<file path="config.mk">
export PLATFORM = sky130hd
export DESIGN_NAME = incap_bank_pair
export DESIGN_NICKNAME = d
export VERILOG_FILES = /design/src/rtl/incap_pkg.sv /design/src/rtl/incap_clk_sense.sv /design/src/rtl/incap_bank.sv /design/src/rtl/incap_bank_pair.sv
export SDC_FILE = /design/constraint.sdc
export NUM_CORES = 1
export LEC_CHECK = 0
export ABC_AREA = 1
export ABC_CLOCK_PERIOD_IN_PS = 1000
export CAP_MARGIN = 20
export CORE_MARGIN = 2
export CORE_UTILIZATION = 30
export DETAILED_ROUTE_END_ITERATION = 10
export PLACE_DENSITY_LB_ADDON = 0.05
export REMOVE_ABC_BUFFERS = 1
export SYNTH_ARGS = -nofsm -noshare
export SYNTH_HDL_FRONTEND = slang
export SYNTH_SLANG_ARGS = --single-unit
</file>
<file path="constraint.sdc">
create_clock -name clk -period 1 [get_ports clk]
set_input_delay 0.15 -clock clk [delete_from_list [all_inputs] [get_ports clk]]
set_output_delay 0.15 -clock clk [all_outputs]
set_load 0.01 [all_outputs]
</file>
<file path="src/rtl/incap_pkg.sv">
package incap_pkg;

  typedef enum logic [1:0] {
    CAP_DIRECT = 2'd0,
    CAP_LATCH  = 2'd1,
    CAP_EDGE   = 2'd2
  } cap_mode_e;

  // Sync bit off means pass-through regardless of the latch bit.
  function automatic cap_mode_e decode_mode(input logic syn, input logic latch);
    if (!syn)  return CAP_DIRECT;
    if (latch) return CAP_LATCH;
    return CAP_EDGE;
  endfunction

  // Whether the stored word should take the pins at this clk edge.
  function automatic logic take_sample(input cap_mode_e m, input logic cap_hi,
                                       input logic cap_rise);
    logic r;
    unique case (m)
      CAP_LATCH: r = cap_hi;
      CAP_EDGE:  r = cap_rise;
      default:   r = 1'b0;
    endcase
    return r;
  endfunction

  // Whether the output shows the live pins instead of the stored word.
  function automatic logic show_pins(input cap_mode_e m, input logic cap_hi);
    return (m == CAP_DIRECT) || ((m == CAP_LATCH) && cap_hi);
  endfunction

endpackage

</file>
<file path="src/rtl/incap_clk_sense.sv">
module incap_clk_sense (
  input  logic clk,
  input  logic rst_n,
  input  logic cap_clk,
  output logic cap_hi,
  output logic cap_rise
);
  logic cap_prev_q;

  always_ff @(posedge clk or negedge rst_n) begin
    if (!rst_n) cap_prev_q <= 1'b0;
    else        cap_prev_q <= cap_clk;
  end

  assign cap_hi   = cap_clk;
  assign cap_rise = cap_clk & ~cap_prev_q;

  // A rise can never be reported on two edges in a row.
  AST_RISE_SINGLE: assert property (@(posedge clk) disable iff (!rst_n)
    cap_rise |=> !cap_rise);

endmodule

</file>
<file path="src/rtl/incap_bank.sv">
module incap_bank
  import incap_pkg::*;
#(
  parameter int WIDTH = 10
) (
  input  logic             clk,
  input  logic             rst_n,
  input  logic             cfg_syn,
  input  logic             cfg_latch,
  input  logic             cap_hi,
  input  logic             cap_rise,
  input  logic             pl_stb,
  input  logic [WIDTH-1:0] pl_data,
  input  logic [WIDTH-1:0] pins,
  output logic [WIDTH-1:0] view
);
  localparam int LAST = WIDTH - 1;

  cap_mode_e        mode;
  logic             sample_en;
  logic             live_sel;
  logic [LAST:0]    held_q;

  assign mode      = decode_mode(cfg_syn, cfg_latch);
  assign sample_en = take_sample(mode, cap_hi, cap_rise);
  assign live_sel  = show_pins(mode, cap_hi);

  genvar g;
  generate
    for (g = 0; g < WIDTH; g++) begin : g_cell
      always_ff @(posedge clk or negedge rst_n) begin
        if (!rst_n)         held_q[g] <= 1'b0;
        else if (pl_stb)    held_q[g] <= pl_data[g];
        else if (sample_en) held_q[g] <= pins[g];
      end
      assign view[g] = live_sel ? pins[g] : held_q[g];
    end
  endgenerate

  AST_DIRECT_FOLLOWS: assert property (@(posedge clk) disable iff (!rst_n)
    (!cfg_syn) |-> (view == pins));

  AST_LATCH_OPEN: assert property (@(posedge clk) disable iff (!rst_n)
    (cfg_syn && cfg_latch && cap_hi) |-> (view == pins));

  AST_LATCH_HOLD: assert property (@(posedge clk) disable iff (!rst_n)
    (cfg_syn && cfg_latch && !cap_hi && !pl_stb) |=> $stable(held_q));

  AST_EDGE_CAPTURE: assert property (@(posedge clk) disable iff (!rst_n)
    (cfg_syn && !cfg_latch && cap_rise && !pl_stb) |=> (held_q == $past(pins)));

  AST_EDGE_HOLD: assert property (@(posedge clk) disable iff (!rst_n)
    (cfg_syn && !cfg_latch && !cap_rise && !pl_stb) |=> $stable(held_q));

  AST_PRELOAD_WINS: assert property (@(posedge clk) disable iff (!rst_n)
    pl_stb |=> (held_q == $past(pl_data)));

  AST_DIRECT_KEEPS: assert property (@(posedge clk) disable iff (!rst_n)
    (!cfg_syn && !pl_stb) |=> $stable(held_q));

endmodule

</file>
<file path="src/rtl/incap_bank_pair.sv">
module incap_bank_pair #(
  parameter int N_IN = 10,
  parameter int N_IO = 10
) (
  input  logic            clk,
  input  logic            rst_n,
  input  logic            cap_clk,
  input  logic            in_syn,
  input  logic            in_latch,
  input  logic            io_syn,
  input  logic            io_latch,
  input  logic [N_IN-1:0] in_pins,
  input  logic [N_IO-1:0] io_pins,
  input  logic            pl_in_stb,
  input  logic [N_IN-1:0] pl_in_data,
  input  logic            pl_io_stb,
  input  logic [N_IO-1:0] pl_io_data,
  output logic [N_IN-1:0] in_cap,
  output logic [N_IO-1:0] io_cap
);
  logic cap_hi;
  logic cap_rise;

  incap_clk_sense u_sense (
    .clk      (clk),
    .rst_n    (rst_n),
    .cap_clk  (cap_clk),
    .cap_hi   (cap_hi),
    .cap_rise (cap_rise)
  );

  incap_bank #(.WIDTH(N_IN)) u_in_bank (
    .clk       (clk),
    .rst_n     (rst_n),
    .cfg_syn   (in_syn),
    .cfg_latch (in_latch),
    .cap_hi    (cap_hi),
    .cap_rise  (cap_rise),
    .pl_stb    (pl_in_stb),
    .pl_data   (pl_in_data),
    .pins      (in_pins),
    .view      (in_cap)
  );

  incap_bank #(.WIDTH(N_IO)) u_io_bank (
    .clk       (clk),
    .rst_n     (rst_n),
    .cfg_syn   (io_syn),
    .cfg_latch (io_latch),
    .cap_hi    (cap_hi),
    .cap_rise  (cap_rise),
    .pl_stb    (pl_io_stb),
    .pl_data   (pl_io_data),
    .pins      (io_pins),
    .view      (io_cap)
  );

  // Register-mode dedicated bank reads zero right after reset.
  AST_RESET_CLEAR: assert property (@(posedge clk)
    (!rst_n && in_syn && !in_latch) |-> (in_cap == '0));

endmodule

</file>
Word level (Yosys, flattened, before mapping) --
Cells that the tools add are included.
Operators by class: equality and inequality tests 4, muxes and demuxes 74, bitwise operators 2, reduce and logical (&&, ||, !) cells 8
Operators by type and width (count):
- $mux 1 | 64
- $mux 2 | 8
- $eq 2x1->1 const B | 2
- $eq 2x2->1 const B | 2
- $logic_not 2->1 | 2
- $pmux 1 s2 | 2
- $reduce_bool 2->1 | 2
- $logic_and 1x1->1 | 2
- $logic_or 1x1->1 | 2
- $and 1x1->1 | 1
- $not 1->1 | 1
Word-level totals: register bits after elaboration 21, input port bits 49, output and inout bits 20, logic and storage cells 109

Longest topological paths before layout --
word-level depth 8, depth in mapped cells 6, depth with buffers taken out 6

Modules after synthesis --
Synthesis repeated with hierarchy kept, for this count alone.
Second synthesis, totals: cell total of the unflattened synthesis 230, area total of the unflattened synthesis 1549.0 um^2
Modules (own cells, without submodules):
- incap_bank | times used 2, cells each 113, area each 753.2 um^2, seq. area each 250.2 um^2
- incap_clk_sense | times used 1, cells each 4, area each 42.5 um^2, seq. area each 25.0 um^2

Worst setup path after synthesis --
No wires, ideal clock.
path type register -> register, from register u_sense.cap_prev_q, to register u_in_bank.held_q[2], setup time 117 ps, data arrival time 720 ps, required time 883 ps, slack 164 ps, stages on the path, launching flop included 6, buffers on the path 1, clock period less this slack 836 ps, cell sequence dfrtp_1 -> nand2_1 -> nand2_2 -> buf_6 -> nand3_1 -> nand2_1
On the way: word-level cells in the longest chain between the ends 4
RTL lines:
- start, declared | RTL line incap_clk_sense.sv:8 | logic cap_prev_q;
- start signal, assigned | RTL line incap_clk_sense.sv:12 | else cap_prev_q <= cap_clk;
- $not 1->1 | RTL line incap_clk_sense.sv:16 | assign cap_rise = cap_clk & ~cap_prev_q;
- $and 1x1->1 | RTL line incap_clk_sense.sv:16
- $pmux 1 s2 | RTL line incap_pkg.sv:20 | unique case (m)
- $reduce_bool 2->1 (no source line)
- end signal, assigned by index | RTL line incap_bank.sv:33 | else if (pl_stb) held_q[g] <= pl_data[g];
- end signal, assigned by index | RTL line incap_bank.sv:34 | else if (sample_en) held_q[g] <= pins[g];
- end, declared | RTL line incap_bank.sv:22 | logic [LAST:0] held_q;
Every way passes these cells. A chain may end at the register's enable or synchronous reset.

Final worst setup path --
from register u_io_bank.held_q[6], to output port io_cap[6]
On the way: word-level cells in the longest chain between the ends 1
RTL lines:
- start, declared | RTL line incap_bank.sv:22
- start signal, assigned by index | RTL line incap_bank.sv:33
- start signal, assigned by index | RTL line incap_bank.sv:34
- $mux 1 | RTL line incap_bank.sv:36 | assign view[g] = live_sel ? pins[g] : held_q[g];
- end, declared | RTL line incap_bank_pair.sv:19 | output logic [N_IO-1:0] io_cap
Every way passes these cells.

==> run summary <==
Status = complete, but fails checks
Failing checks = setup timing
Yosys cell types = 13
P per Cell Area = 993.3 nW/um2
CTS tree = built
Vias in the first global route = 1,624
Number of vias per cell = 4.397
Post-Syn Area = 1471 um2
WP data required = 0.85 ns
Total GRT Usage = 16.35%
Initial antenna violation count = 0
Final WL = 4.259 mm
Drt drc = 0
RSZ-0062 raised after global routing = true
Maximum VDD drop = 479.4 uV
Post-Place Cells = 354
CTS root buf = clkbuf_8
Die Area = 5481 um2
Fin util = 58.01%
Nets = 356
Final Worst Setup Slack = -0.1055 ns
Design Area, Final = 2740 um2
CTS H-tree depth = 1
CTS Buffer Depth = 2
Ant diodes = 0
Reg2reg end = u_in_bank.held_q[2]
CP startpoint = u_io_bank.held_q[6]
Non-Filler Instances = 373
Num ports = 69
Ratio of cells with drive above 1 in the final layout = 37.25%
Largest net degree at the start of global routing = 22
Clock sink total = 21
Ranking of synthesized cells by area = dfrtp_1, nand2_1, a21oi_2, o21ai_0, inv_1
Hold Path Class = input pin to register
Rel. slew slack = 85.61%
CTS Hold Bufs = 0
DR vias = 1,640
Yosys warns = 0
CP Launch Type = register
Final period utilization = 110.6%
WHS = 0.1336 ns
Slew @ Worst Pin = 0.2155 ns
Die span in x = 74.04 um
Drt wl/cell = 11.42 um
Setup crit end = io_cap[6]
Layout Area Growth over Synthesis = 86.22%
Register bit total from synthesis = 21
Most frequent cells in the layout = nand2_1, clkdlybuf4s50_1, inv_1, buf_2, dfrtp_1
Leakage = 0.001340 uW
Detail Placement HPWL = 2.826 mm
Post-synthesis sequential area ratio = 35.71%
Crit Path Max Fanout = 2
Max Cap Violations = 0
Final hold violation count = 0
CP endpoint kind = primary output
Crit Reg-Reg Startpoint = u_sense.cap_prev_q
Clock Latency Late Sink = 0.26 ns
Fmax = 904.5 MHz
Met1 Track Usage GR = 20.62%
1st-iter DRT viols = 99
Core area = 4723 um2
Die height = 74.04 um
# port buffers = 68
Flop-to-flop setup slack = 0.07 ns
GRT Residual Overflow = 0
Worst reg2reg path depth = 5
Critical Path AT = 0.96 ns
Finish-stage setup viols = 20
Starting Density = 31.15%
Met2 track demand over resource = 29.27%
Mean Syn Cell Area = 6.974 um2
Clk pin slew, worst setup/hold paths = 0.08 ns
CTS Buf Count = 3
Rows = 25
DRT Pass-1 Iters = 5
Placer congestion estimate = 0.6803
Critical path class = register to primary output
Gr busiest metal = met2
Post-Route Skew = 0.002740 ns
Post-Syn Instances = 211
Most common cell after layout, fill and taps aside = nand2_1
Post-synth top area cell = dfrtp_1
Met3 Usage GRT = 2.710%
First-pass GRT wire length = 7.107 mm
Pins Over Slew Limit = 0
Post-synth top area share = 35.71%
Cell Area, Placed = 2359 um2
Final ANT Viol Nets = 0
Final min period = 1.106 ns
==> routing by layer <==
metal,vias to the layer above,share of wire [%]
met5,-,0
met4,0,0.31
met3,2,5.2
met2,51,50
met1,734,45
li1,853,-
==> area by class of cell <==
class	count	area (um2)
fill	439	1983
timing repair buffer	103	1045
multi-input combinational	152	943.4
sequential	21	525.5
inverter	26	97.59
tap	67	83.83
clock buffer	4	45.04
==> flip-flops by register name, summed over array words and instances (netlist names) <==
register,count
u_io_bank.held_q,10
u_sense.cap_prev_q,1
u_in_bank.held_q,10
==> how the worst min path moves through the flow <==
stage                              startpoint                   to  slack, ns  cells past startpoint
after floorplan                         rst_n  u_in_bank.held_q[0]      -0.15                      0
after global routing                  cap_clk   u_sense.cap_prev_q       0.13                      2
final                                 cap_clk   u_sense.cap_prev_q       0.13                      2
after global placement    u_in_bank.held_q[8]  u_in_bank.held_q[8]       0.49                      2
after CTS                             cap_clk   u_sense.cap_prev_q       0.11                      2
after detailed placement  u_in_bank.held_q[2]  u_in_bank.held_q[2]       0.50                      2
==> worst max-delay path: stages, from the launching register on <==
cell     delay (ns)
dfrtp_1        0.43
nor2_4         0.10
a21oi_2        0.04
buf_2          0.13
==> stage by stage <==
stage / setup WS [ns] / TNS, ns / power (uW)
CTS: -0.09569 / -1.701 / 2730
global placement: -0.8601 / -23.79 / 1965
finish: -0.1055 / -1.505 / 2722
detailed placement: -0.8724 / -24.20 / 1968
floorplan: 0.09723 / 0 / 1381
global route: -0.1547 / -2.373 / 2896
==> cell usage after synthesis (all sizes together) <==
library cell,number
nand2,72
inv,26
dfrtp,21
a21oi,20
nand3,20
nor2,20
o21ai,20
buf,10
clkbuf,2
==> logic make-up (layout without fill, tap and decap cells) <==
family | Yosys count | count (layout) | synth area share, %
compound gates | 40 | 40 | 18.71
buf+inv | 38 | 133 | 13.60
flops | 21 | 21 | 35.71
simple gates | 112 | 112 | 31.97
==> what timing repair did <==
item | 4_1_cts | 5_1_grt
resized for setup | 162 | 6
cloned | 5 | 0
setup buffers | 8 | 2
endpoints found under the setup margin | 40 | 40
pin swaps | 31 | 4
==> where the power goes <==
| part | internal, uW | switching [uW] |
|---|---|---|
| clock network | 284 | 276 |
| logic | 631 | 486 |
| registers | 944 | 101 |
| total | 1860 | 863 |
Note: power is estimated with default switching activity, not from simulation.
